$ cat src/rtl/spi_burst_pkg.sv
package spi_burst_pkg;
  localparam int unsigned LANES  = 4;
  localparam int unsigned BYTE_W = 8;

  typedef enum logic [1:0] {
    ST_IDLE,
    ST_LEAD,
    ST_RUN
  } ctrl_state_e;
endpackage

$ cat src/rtl/spi_burst_ctrl.sv
module spi_burst_ctrl
  import spi_burst_pkg::*;
#(
  parameter int unsigned CNT_W = 16,
  parameter int unsigned PH_W  = 4,
  parameter int unsigned DIV_W = 2
) (
  input  logic             clk_i,
  input  logic             rst_ni,
  input  logic             start_i,
  input  logic             quad_i,
  input  logic [DIV_W-1:0] div_sel_i,
  input  logic [PH_W-1:0]  phase_i,
  input  logic [CNT_W-1:0] cycles_i,
  input  logic             fin_i,
  output logic             restart_o,
  output logic             busy_o,
  output logic             run_o,
  output logic             done_o,
  output logic             quad_o,
  output logic [DIV_W-1:0] div_sel_o
);
  ctrl_state_e     state_q;
  logic [PH_W-1:0] lead_q;
  logic [PH_W-1:0] lead_eff;
  logic            go;
  logic            done_q;
  logic            quad_q;
  logic [DIV_W-1:0] div_q;

  assign go       = (state_q == ST_IDLE) && start_i && (|cycles_i);
  assign lead_eff = (phase_i < PH_W'(2)) ? PH_W'(2) : phase_i;

  always_ff @(posedge clk_i or negedge rst_ni) begin
    if (!rst_ni) begin
      state_q <= ST_IDLE;
      lead_q  <= '0;
      done_q  <= 1'b0;
      quad_q  <= 1'b0;
      div_q   <= '0;
    end else begin
      done_q <= 1'b0;
      unique case (state_q)
        ST_IDLE: if (go) begin
          state_q <= ST_LEAD;
          lead_q  <= lead_eff;
          quad_q  <= quad_i;
          div_q   <= div_sel_i;
        end
        ST_LEAD: begin
          if (lead_q == PH_W'(1)) state_q <= ST_RUN;
          else                    lead_q  <= lead_q - PH_W'(1);
        end
        ST_RUN: if (fin_i) begin
          state_q <= ST_IDLE;
          done_q  <= 1'b1;
        end
        default: state_q <= ST_IDLE;
      endcase
    end
  end

  assign restart_o = go;
  assign busy_o    = (state_q != ST_IDLE);
  assign run_o     = (state_q == ST_RUN);
  assign done_o    = done_q;
  assign quad_o    = quad_q;
  assign div_sel_o = div_q;

  assert_done_pulse_R2: assert property (@(posedge clk_i) disable iff (!rst_ni)
    done_o |=> !done_o);

  assert_lead_before_run_R5: assert property (@(posedge clk_i) disable iff (!rst_ni)
    $rose(run_o) |-> $past(state_q == ST_LEAD));
endmodule

$ cat src/rtl/spi_burst_clkgen.sv
module spi_burst_clkgen #(
  parameter int unsigned CNT_W = 16,
  parameter int unsigned DIV_W = 2
) (
  input  logic             clk_i,
  input  logic             rst_ni,
  input  logic             restart_i,
  input  logic             en_i,
  input  logic [DIV_W-1:0] div_sel_i,
  input  logic [CNT_W-1:0] cycles_i,
  input  logic             unit_ok_i,
  output logic             sck_o,
  output logic             take_o,
  output logic             fin_o
);
  localparam int unsigned CW = DIV_W + 2;

  logic [CW-1:0]    cnt_q, cnt_nxt, half_w, last_w;
  logic [CNT_W-1:0] left_q;
  logic             sck_q;
  logic             hold, adv, wrap;

  assign half_w  = CW'(div_sel_i) + CW'(1);
  assign last_w  = (half_w << 1) - CW'(1);
  // pause only at the start of a low phase, never inside a pulse
  assign hold    = (cnt_q == '0) && !unit_ok_i;
  assign adv     = en_i && !hold && (left_q != '0);
  assign wrap    = adv && (cnt_q == last_w);
  assign cnt_nxt = wrap ? '0 : cnt_q + CW'(1);

  always_ff @(posedge clk_i or negedge rst_ni) begin
    if (!rst_ni) begin
      cnt_q  <= '0;
      sck_q  <= 1'b0;
      left_q <= '0;
    end else if (restart_i) begin
      cnt_q  <= '0;
      sck_q  <= 1'b0;
      left_q <= cycles_i;
    end else if (adv) begin
      cnt_q <= cnt_nxt;
      sck_q <= (cnt_nxt >= half_w);
      if (wrap) left_q <= left_q - CNT_W'(1);
    end
  end

  assign sck_o  = sck_q;
  assign take_o = wrap;
  assign fin_o  = wrap && (left_q == CNT_W'(1));

  assert_sck_gated_R2: assert property (@(posedge clk_i) disable iff (!rst_ni)
    !en_i |-> !sck_q);

  assert_rise_has_data_R8: assert property (@(posedge clk_i) disable iff (!rst_ni)
    $rose(sck_q) |-> unit_ok_i);

  assert_take_in_high_R1: assert property (@(posedge clk_i) disable iff (!rst_ni)
    take_o |-> sck_q);
endmodule

$ cat src/rtl/spi_burst_shifter.sv
module spi_burst_shifter
  import spi_burst_pkg::*;
#(
  parameter int unsigned CNT_W = 16
) (
  input  logic              clk_i,
  input  logic              rst_ni,
  input  logic              restart_i,
  input  logic              init_quad_i,
  input  logic [CNT_W-1:0]  cycles_i,
  input  logic              busy_i,
  input  logic              quad_i,
  input  logic              take_i,
  input  logic              sck_i,
  input  logic [BYTE_W-1:0] data_i,
  input  logic              valid_i,
  output logic              ready_o,
  output logic [LANES-1:0]  sd_o,
  output logic              unit_ok_o
);
  logic [BYTE_W-1:0] cur_q, buf_q, src_w, src_shift;
  logic [3:0]        cur_n;
  logic              buf_v;
  logic [LANES-1:0]  sd_q, unit_w;
  logic              unit_ok_q;
  logic [CNT_W-1:0]  units_q, bytes_q, bytes_init;
  logic [CNT_W:0]    sum_w;
  logic              accept, need, have_cur, can_load;

  assign sum_w      = {1'b0, cycles_i} + (init_quad_i ? (CNT_W+1)'(1) : (CNT_W+1)'(7));
  assign bytes_init = init_quad_i ? sum_w[CNT_W:1] : CNT_W'(sum_w >> 3);

  assign ready_o  = busy_i && !buf_v && (bytes_q != '0);
  assign accept   = valid_i && ready_o;
  assign need     = busy_i && (!unit_ok_q || take_i);
  assign have_cur = (cur_n != 4'd0);
  assign can_load = need && (units_q != '0) && (have_cur || buf_v);
  assign src_w    = have_cur ? cur_q : buf_q;
  assign src_shift = quad_i ? (src_w << LANES) : (src_w << 1);

  for (genvar i = 0; i < LANES; i++) begin : g_lane
    if (i == 0) begin : g_lsb
      assign unit_w[i] = quad_i ? src_w[BYTE_W-LANES+i] : src_w[BYTE_W-1];
    end else begin : g_upper
      assign unit_w[i] = quad_i & src_w[BYTE_W-LANES+i];
    end
  end

  always_ff @(posedge clk_i or negedge rst_ni) begin
    if (!rst_ni) begin
      cur_q     <= '0;
      cur_n     <= '0;
      buf_q     <= '0;
      buf_v     <= 1'b0;
      sd_q      <= '0;
      unit_ok_q <= 1'b0;
      units_q   <= '0;
      bytes_q   <= '0;
    end else if (restart_i) begin
      cur_n     <= '0;
      buf_v     <= 1'b0;
      sd_q      <= '0;
      unit_ok_q <= 1'b0;
      units_q   <= cycles_i;
      bytes_q   <= bytes_init;
    end else begin
      if (accept) begin
        buf_q   <= data_i;
        buf_v   <= 1'b1;
        bytes_q <= bytes_q - CNT_W'(1);
      end
      if (can_load) begin
        sd_q      <= unit_w;
        unit_ok_q <= 1'b1;
        units_q   <= units_q - CNT_W'(1);
        cur_q     <= src_shift;
        if (have_cur) begin
          cur_n <= cur_n - 4'd1;
        end else begin
          cur_n <= quad_i ? 4'd1 : 4'd7;
          buf_v <= 1'b0;
        end
      end else if (need) begin
        unit_ok_q <= 1'b0;
        if (take_i && units_q == '0) sd_q <= '0;
      end
    end
  end

  assign sd_o      = sd_q;
  assign unit_ok_o = unit_ok_q;

  assert_sd_steady_high_R7: assert property (@(posedge clk_i) disable iff (!rst_ni)
    sck_i |-> $stable(sd_q));
endmodule

$ cat src/rtl/spi_burst_tx.sv
module spi_burst_tx
  import spi_burst_pkg::*;
#(
  parameter int unsigned CNT_W = 16,
  parameter int unsigned PH_W  = 4,
  parameter int unsigned DIV_W = 2
) (
  input  logic              clk_i,
  input  logic              rst_ni,
  input  logic              start_i,
  input  logic              quad_i,
  input  logic [DIV_W-1:0]  div_sel_i,
  input  logic [PH_W-1:0]   phase_i,
  input  logic [CNT_W-1:0]  cycles_i,
  input  logic [BYTE_W-1:0] data_i,
  input  logic              valid_i,
  output logic              ready_o,
  output logic              sck_o,
  output logic [LANES-1:0]  sd_o,
  output logic              done_o
);
  logic             restart, busy, run, fin, take, unit_ok, quad_l;
  logic [DIV_W-1:0] div_l;

  spi_burst_ctrl #(.CNT_W(CNT_W), .PH_W(PH_W), .DIV_W(DIV_W)) u_ctrl (
    .clk_i, .rst_ni, .start_i, .quad_i, .div_sel_i, .phase_i, .cycles_i,
    .fin_i(fin), .restart_o(restart), .busy_o(busy), .run_o(run),
    .done_o, .quad_o(quad_l), .div_sel_o(div_l)
  );

  spi_burst_clkgen #(.CNT_W(CNT_W), .DIV_W(DIV_W)) u_clkgen (
    .clk_i, .rst_ni, .restart_i(restart), .en_i(run), .div_sel_i(div_l),
    .cycles_i, .unit_ok_i(unit_ok), .sck_o, .take_o(take), .fin_o(fin)
  );

  spi_burst_shifter #(.CNT_W(CNT_W)) u_shifter (
    .clk_i, .rst_ni, .restart_i(restart), .init_quad_i(quad_i), .cycles_i,
    .busy_i(busy), .quad_i(quad_l), .take_i(take), .sck_i(sck_o),
    .data_i, .valid_i, .ready_o, .sd_o, .unit_ok_o(unit_ok)
  );
endmodule

$ cat config.mk
export PLATFORM = sky130hd
export DESIGN_NAME = spi_burst_tx
export DESIGN_NICKNAME = d
export VERILOG_FILES = /design/src/rtl/spi_burst_pkg.sv /design/src/rtl/spi_burst_ctrl.sv /design/src/rtl/spi_burst_clkgen.sv /design/src/rtl/spi_burst_shifter.sv /design/src/rtl/spi_burst_tx.sv
export SDC_FILE = /design/constraint.sdc
export NUM_CORES = 1
export LEC_CHECK = 0
export BUFFER_PORTS_ARGS = -buffer_cell sky130_fd_sc_hd__buf_2
export CAP_MARGIN = 20
export CORE_MARGIN = 2
export CORE_UTILIZATION = 40
export CTS_BUF_LIST = sky130_fd_sc_hd__clkbuf_4
export DETAILED_ROUTE_END_ITERATION = 12
export PLACE_DENSITY = 0.62
export SYNTH_ARGS = -nofsm -noshare
export SYNTH_HDL_FRONTEND = slang
export SYNTH_SLANG_ARGS = --single-unit
$ cat constraint.sdc
create_clock -name clk_i -period 6.19 [get_ports clk_i]
set_input_delay 0.3095 -clock clk_i [delete_from_list [all_inputs] [get_ports clk_i]]
set_output_delay 0.3095 -clock clk_i [all_outputs]
set_load 0.005 [all_outputs]
Word-level counts from Yosys, hierarchy flattened

Cells that the tools add are included.

Bitwise gates (word level): 4
Mux-type cells: 42
Magnitude comparators: 2
Reduce and logical (&&, ||, !) cells: 42
Equality and inequality tests: 9
$add $sub $neg: 9

Operators by type and width:

| cell                                                                    | number |
|---|---|
| 16-bit two-way mux                                                      | 8 |
| 4-bit two-way mux                                                       | 13 |
| 16-bit nonzero test                                                     | 3 |
| 16-bit by 1-bit subtractor with 16-bit output (second input constant)   | 3 |
| 16-bit by 17-bit adder with 17-bit output                               | 1 |
| 16-bit by 1-bit equality test with 1-bit output (second input constant) | 1 |
| 16-bit logical NOT                                                      | 1 |
| 8-bit two-way mux                                                       | 2 |
| 16-bit OR reduction                                                     | 1 |
| 1-bit logical AND                                                       | 14 |
| 1-bit two-way mux                                                       | 12 |
| 2-bit nonzero test                                                      | 6 |
| 4-bit by 1-bit subtractor with 4-bit output (second input constant)     | 3 |
| 2-bit AND reduction                                                     | 5 |
| 4-bit one-hot mux with 2 select lines                                   | 1 |
| 2-bit two-way mux                                                       | 3 |
| 3-bit two-way mux                                                       | 2 |
| 2-bit inequality test (second input constant)                           | 3 |
| 2-bit one-hot mux with 3 select lines                                   | 1 |
| 3-bit AND reduction                                                     | 2 |
| 3-bit nonzero test                                                      | 2 |
| 4-bit by 1-bit adder with 4-bit output (second input constant)          | 1 |
| 4-bit by 1-bit equality test with 1-bit output (second input constant)  | 1 |
| 4-bit equality test                                                     | 1 |
| 13 further kinds                                                        | 18 |

Bits of input ports: 35
Flip-flop bits (word level): 89
Logic and storage cells: 124
Output and inout port bits: 7

Depth between registers and ports, before layout

Depth after elaboration: 12
Mapped depth: 12
Gate-level depth less buffers: 10

Modules after synthesis

From an unflattened synthesis, not the netlist that was laid out.

Cells, all modules: 721
Area total of the unflattened synthesis: 6,427.4 um^2

By module, submodules not included:

| module            | area each (um^2) | cells an instance | seq. area each (um^2) | times used |
|---|---|---|---|---|
| spi_burst_shifter | 4,169.0          | 475               | 1,426.4               | 1 |
| spi_burst_clkgen  | 1,630.3          | 190               | 525.5                 | 1 |
| spi_burst_ctrl    | 628.1            | 56                | 250.2                 | 1 |

Worst setup path before layout

No wires, ideal clock.

Path kind: flip-flop to flip-flop
Start: register u_clkgen.cnt_q[0]
End: register u_clkgen.sck_q, in the netlist u_clkgen.sck_o
Arrival time: 2.791 ns
Path slack: 3.264 ns
Data required time: 6.055 ns
Buffers on the path: 2
Stages on the path, launching flop included: 13
Setup time: 0.135 ns
Clock period less this slack: 2.926 ns
Cells stage by stage: dfrtp_1 > inv_1 > ha_1 > nor4b_1 > or2_1 > or4_4 > buf_6 > clkbuf_1 > and2_1 > ha_1 > a21o_1 > a221oi_1 > o21ai_0

Word-level cells in the longest chain between the ends: 10
Elaborated cells on any way between the ends: 13
Those cells by class: add/sub: 1; order compare: 1; eq/ne: 1; mux: 3; reduce/logical: 7

Ends and longest elaborated chain:

| item                              | RTL line               | text |
|---|---|---|
| start: declaration                | spi_burst_clkgen.sv:18 | `logic [CW-1:0] cnt_q, cnt_nxt, half_w, last_w;` |
| start signal: assignment          | spi_burst_clkgen.sv:41 | `cnt_q <= cnt_nxt;` |
| 4-bit logical NOT                 | spi_burst_clkgen.sv:26 | `assign hold = (cnt_q == '0) && !unit_ok_i;` |
| 1-bit logical AND                 | spi_burst_clkgen.sv:26 |  |
| 1-bit logical NOT                 | spi_burst_clkgen.sv:27 | `assign adv = en_i && !hold && (left_q != '0);` |
| 1-bit logical AND (2 in a row)    | spi_burst_clkgen.sv:27 |  |
| 1-bit logical AND                 | spi_burst_clkgen.sv:28 | `assign wrap = adv && (cnt_q == last_w);` |
| 4-bit two-way mux                 | spi_burst_clkgen.sv:29 | `assign cnt_nxt = wrap ? '0 : cnt_q + CW'(1);` |
| 4-bit greater-or-equal comparator | spi_burst_clkgen.sv:42 | `sck_q <= (cnt_nxt >= half_w);` |
| 1-bit two-way mux                 | spi_burst_clkgen.sv:40 | `end else if (adv) begin` |
| 1-bit two-way mux                 | spi_burst_clkgen.sv:36 | `end else if (restart_i) begin` |
| end signal: assignment            | spi_burst_clkgen.sv:42 |  |
| end: declaration                  | spi_burst_clkgen.sv:20 | `logic sck_q;` |

Several ways; a longest one is shown, not always the timed one. The select of a mux whose other input is x is not followed.
A chain may end at the register's enable or synchronous reset.

Worst setup path after layout

Same ends and word-level chain as after synthesis.

==> flow_metrics.py <==
metrics = {
    "logic_synthesis": {
        "synth-seq-area-share": 0.3835,
        "synth_flop_cell": "dfrtp_1",
        "synthXorXnorAreaFrac": 0.03748,
        "yosys-top-cells-count": "93 x nand2_1, 88 x dfrtp_1, 45 x nor2_1, 34 x a21oi_1, 31 x clkbuf_1",
        "synth_edf_count": 0,
        "synth_largest_area_cell": "dfrtp_1",
        "synthAdderAreaFrac": 0.04053,
        "avgSynthCellArea_um2": 8.469,
        "synth-simple-area-share": 0.2441,
        "yosysMostFrequentCell": "nand2_1",
        "synth.top_cell.area_share": 0.3835,
        "synth.area.top_cells": "dfrtp_1 38%, nand2_1 6.1%, ha_1 3.7%",
        "muxShareOfSynthArea": 0.03007,
        "synth-compound-area-share": 0.2122,
        "syn_area_um2": 5742,
        "syn_inst": 678,
        "synth_top_family_by_area": "simple AND/OR/NAND/NOR gates",
        "ys_seq_elements": 88,
        "synth_nets": 731,
        "yosysWarningCount": 0,
        "synthArstFlopShare": 1.000,
        "synthDistinctLibCells": 67,
    },
    "power": {
        "p_sw_uw": 273.7,
        "power_frac_seq": 0.600,
        "swShare": 0.2858,
        "power.total_uw": 957.6,
        "internal-power_uw": 684.0,
        "pwr-share-clk": 0.315,
        "p_leak_nw": 2.659,
        "peakVddDrop_uv": 105.6,
        "combinationalPowerShare": 0.085,
        "cellPowerDensity_nw_per_um2": 153.3,
    },
    "worst_setup_path": {
        "worstPathMaxFanout": 23,
        "r2r-start": "u_clkgen.cnt_q[0]$_DFFE_PN0P_",
        "worstRegToRegCells": 10,
        "end_kind": "flip-flop",
        "path_class": "flip-flop to flip-flop",
        "crit_arrival_ns": 3.37,
        "r2r_end": "u_clkgen.sck_o$_DFFE_PN0P_",
        "regToRegSetupSlack_ns": 3.20,
        "start_kind": "flip-flop",
        "cp.required_ns": 6.57,
    },
    "worst_hold_path": {
        "worstHoldStart": "div_sel_i[0]",
        "worst_hold_path.endpoint": "u_ctrl.div_sel_o[0]$_DFFE_PN0P_",
        "worst_hold_path.num_cells": 3,
        "hp-class": "primary input to flip-flop",
    },
    "sta": {
        "max_clock_freq_ghz": 0.3345,
        "period_share": 0.4830,
        "whs_ns": 0.03198,
        "tightest_slew_ns": 0.9635,
        "finalHoldViolCount": 0,
        "final.setup.tns_ns": 0,
        "final-max-slew-violation-count": 0,
        "period_needed_ns": 2.990,
        "relSlewSlack": 0.3576,
        "finClkSkew_ns": 0.02708,
        "rsz0062_at_grt": "no",
        "finalSetupViolCount": 0,
    },
    "floorplanning": {
        "die_h_um": 123.8,
        "die_w_um": 123.8,
        "die_area_um2": 15330,
        "core_um2": 13930,
        "rows": 43,
        "initial_core_util": 0.4120,
        "ioPinCount": 42,
    },
    "run": {
        "drv_cap": 0,
    },
    "global_route": {
        "gr-total-overflow": 0,
        "grt_max_degree": 60,
        "gr-usage-all-layers": 0.2132,
        "grt_first_pass_wirelength_um": 25270,
        "antenna_found_initial": 0,
        "grt_pass1_vias": 4890,
    },
    "cts": {
        "h-tree-depth": 3,
        "cts.repair.resized": 0,
        "clkSlewWorstSetupHoldPaths_ns": 0.14,
        "cts_tree": "built",
        "worstSkewPairLatency_ns": 0.50,
        "clock_path_buffers": 2,
        "cts_buffers": 9,
        "root_buffer": "clkbuf_4",
        "cts.sinks": 88,
    },
    "finish": {
        "syn2layout_area_growth_pct": 8.782,
        "nets": 754,
        "drive_gt1_frac": 0.1076,
        "finalInstanceArea_um2": 6246,
        "antenna_cells": 0,
    },
    "placement": {
        "placement.cell_area_um2": 6027,
        "portBuffers": 41,
        "place_congestion": 0.8797,
        "dp_hpwl_um": 10910,
    },
    "run_status": {
        "outcome": "complete, no violations",
    },
    "drt": {
        "dr.pass1.iters": 5,
        "postRouteAntennaNets": 0,
        "drc_errors": 0,
        "drt_iter0_markers": 438,
        "wire_per_inst_um": 17.68,
        "viasPerCell": 5.956,
        "wirelength_um": 15660,
        "vias": 5277,
    },
}
worst max-delay path by stage:
stage                                                from                                end  cells after the start
after global placement                             quad_i  u_shifter.bytes_q[10]$_DFFE_PN0P_                      9
after detailed placement                           quad_i  u_shifter.bytes_q[10]$_DFFE_PN0P_                      9
after floorplan             u_clkgen.cnt_q[0]$_DFFE_PN0P_         u_clkgen.sck_o$_DFFE_PN0P_                     12
after CTS                 u_ctrl.div_sel_o[0]$_DFFE_PN0P_         u_clkgen.sck_o$_DFFE_PN0P_                      8
after global routing        u_clkgen.cnt_q[0]$_DFFE_PN0P_         u_clkgen.sck_o$_DFFE_PN0P_                     10
final                       u_clkgen.cnt_q[0]$_DFFE_PN0P_         u_clkgen.sck_o$_DFFE_PN0P_                     10
power groups by stage:
stage,combinational [mW],clock [mW],sequential [mW]
final,0.0815,0.301,0.575
after global routing,0.0911,0.336,0.575
after CTS,0.0817,0.315,0.575
after detailed placement,0.0764,0,0.586
after global placement,0.0749,0,0.586
after floorplan,0.0387,0,0.586
registers in the layout (all words and copies together), names as in the netlist, 2 cells and up:
register and count:
u_clkgen.left_q 16, u_shifter.bytes_q 16, u_shifter.units_q 16, u_shifter.buf_q 8, u_shifter.cur_q 7, u_clkgen.cnt_q 4
u_ctrl.lead_q 4, u_shifter.cur_n 4, u_shifter.sd_o 4, u_ctrl.div_sel_o 2, u_ctrl.state_q 2
critical path, cell delays in order, from the launching register on:
cell and delay [ns]:
dfrtp_1 0.48, inv_1 0.07, ha_1 0.19, nor4b_1 0.13
or2_1 0.26, or4_4 0.71, and2_1 0.23, ha_1 0.27
a21o_1 0.16, a221oi_1 0.27, o21ai_0 0.12
what timing repair did:
| action | 4_1_cts | 5_1_grt |
|---|---|---|
| hold endpoints to repair | 38 | 0 |
| hold buffers | 10 | 0 |
| buffers inserted | 0 | 0 |
| endpoints found under the setup margin | 0 | 0 |
cells by family (layout without fill, tap and decap cells):
kind of cell | count (synthesis) | in the layout
buffers and inverters | 75 | 103
AOI/OAI and AO/OA | 179 | 179
muxes | 17 | 17
adders and majority gates | 18 | 18
DFF | 88 | 88
and+or+nand+nor | 278 | 278
xor gates and xnor gates | 23 | 23
per-stage QoR:
| stage | utilization | cells | worst slack [ns] |
|---|---|---|---|
| floorplan | - | 678 | 3.264 |
| global placement | 0.4325 | 859 | 2.922 |
| detailed placement | 0.4325 | 859 | 2.866 |
| CTS | 0.4479 | 885 | 3.135 |
| global route | 0.4482 | 886 | 3.009 |
| finish | 0.4482 | 886 | 3.200 |
layer usage:
layer,global-route usage,wire length (um)
met5,0,0
met4,0.06321,272
met3,0.04808,836
met2,0.3434,7235
met1,0.2870,7320
final cells by class:
class,count,area [um^2]
Inverter,31,116.4
Sequential cell,88,2202
Fill cell,1392,7689
Clock inverter,7,46.29
Clock buffer,9,67.56
Multi-Input combinational cell,515,3246
Timing Repair Buffer,56,342.8
Tap cell,180,225.2
cell usage in the layout (no fill, tap or decap), types with 9 or more instances in the layout:
| master | netlist | routed |
|---|---|---|
| nor3_1 | 16 | 16 |
| nand2_1 | 93 | 93 |
| nor4_1 | 18 | 18 |
| a21oi_1 | 34 | 34 |
| nand4_1 | 13 | 13 |
| or3_1 | 13 | 13 |
| o211ai_1 | 15 | 15 |
| clkbuf_4 | 0 | 9 |
| buf_2 | 8 | 40 |
| ha_1 | 17 | 17 |
| inv_1 | 30 | 30 |
| o21ai_1 | 17 | 17 |
| o221ai_1 | 9 | 9 |
| nand3_1 | 27 | 26 |
| nor2_1 | 45 | 45 |
| o21ai_0 | 27 | 27 |
| mux2i_1 | 15 | 15 |
| dlygate4sd3_1 | 0 | 10 |
| xor2_1 | 16 | 16 |
| dfrtp_1 | 88 | 88 |
Power figures use the tool's default switching activity.
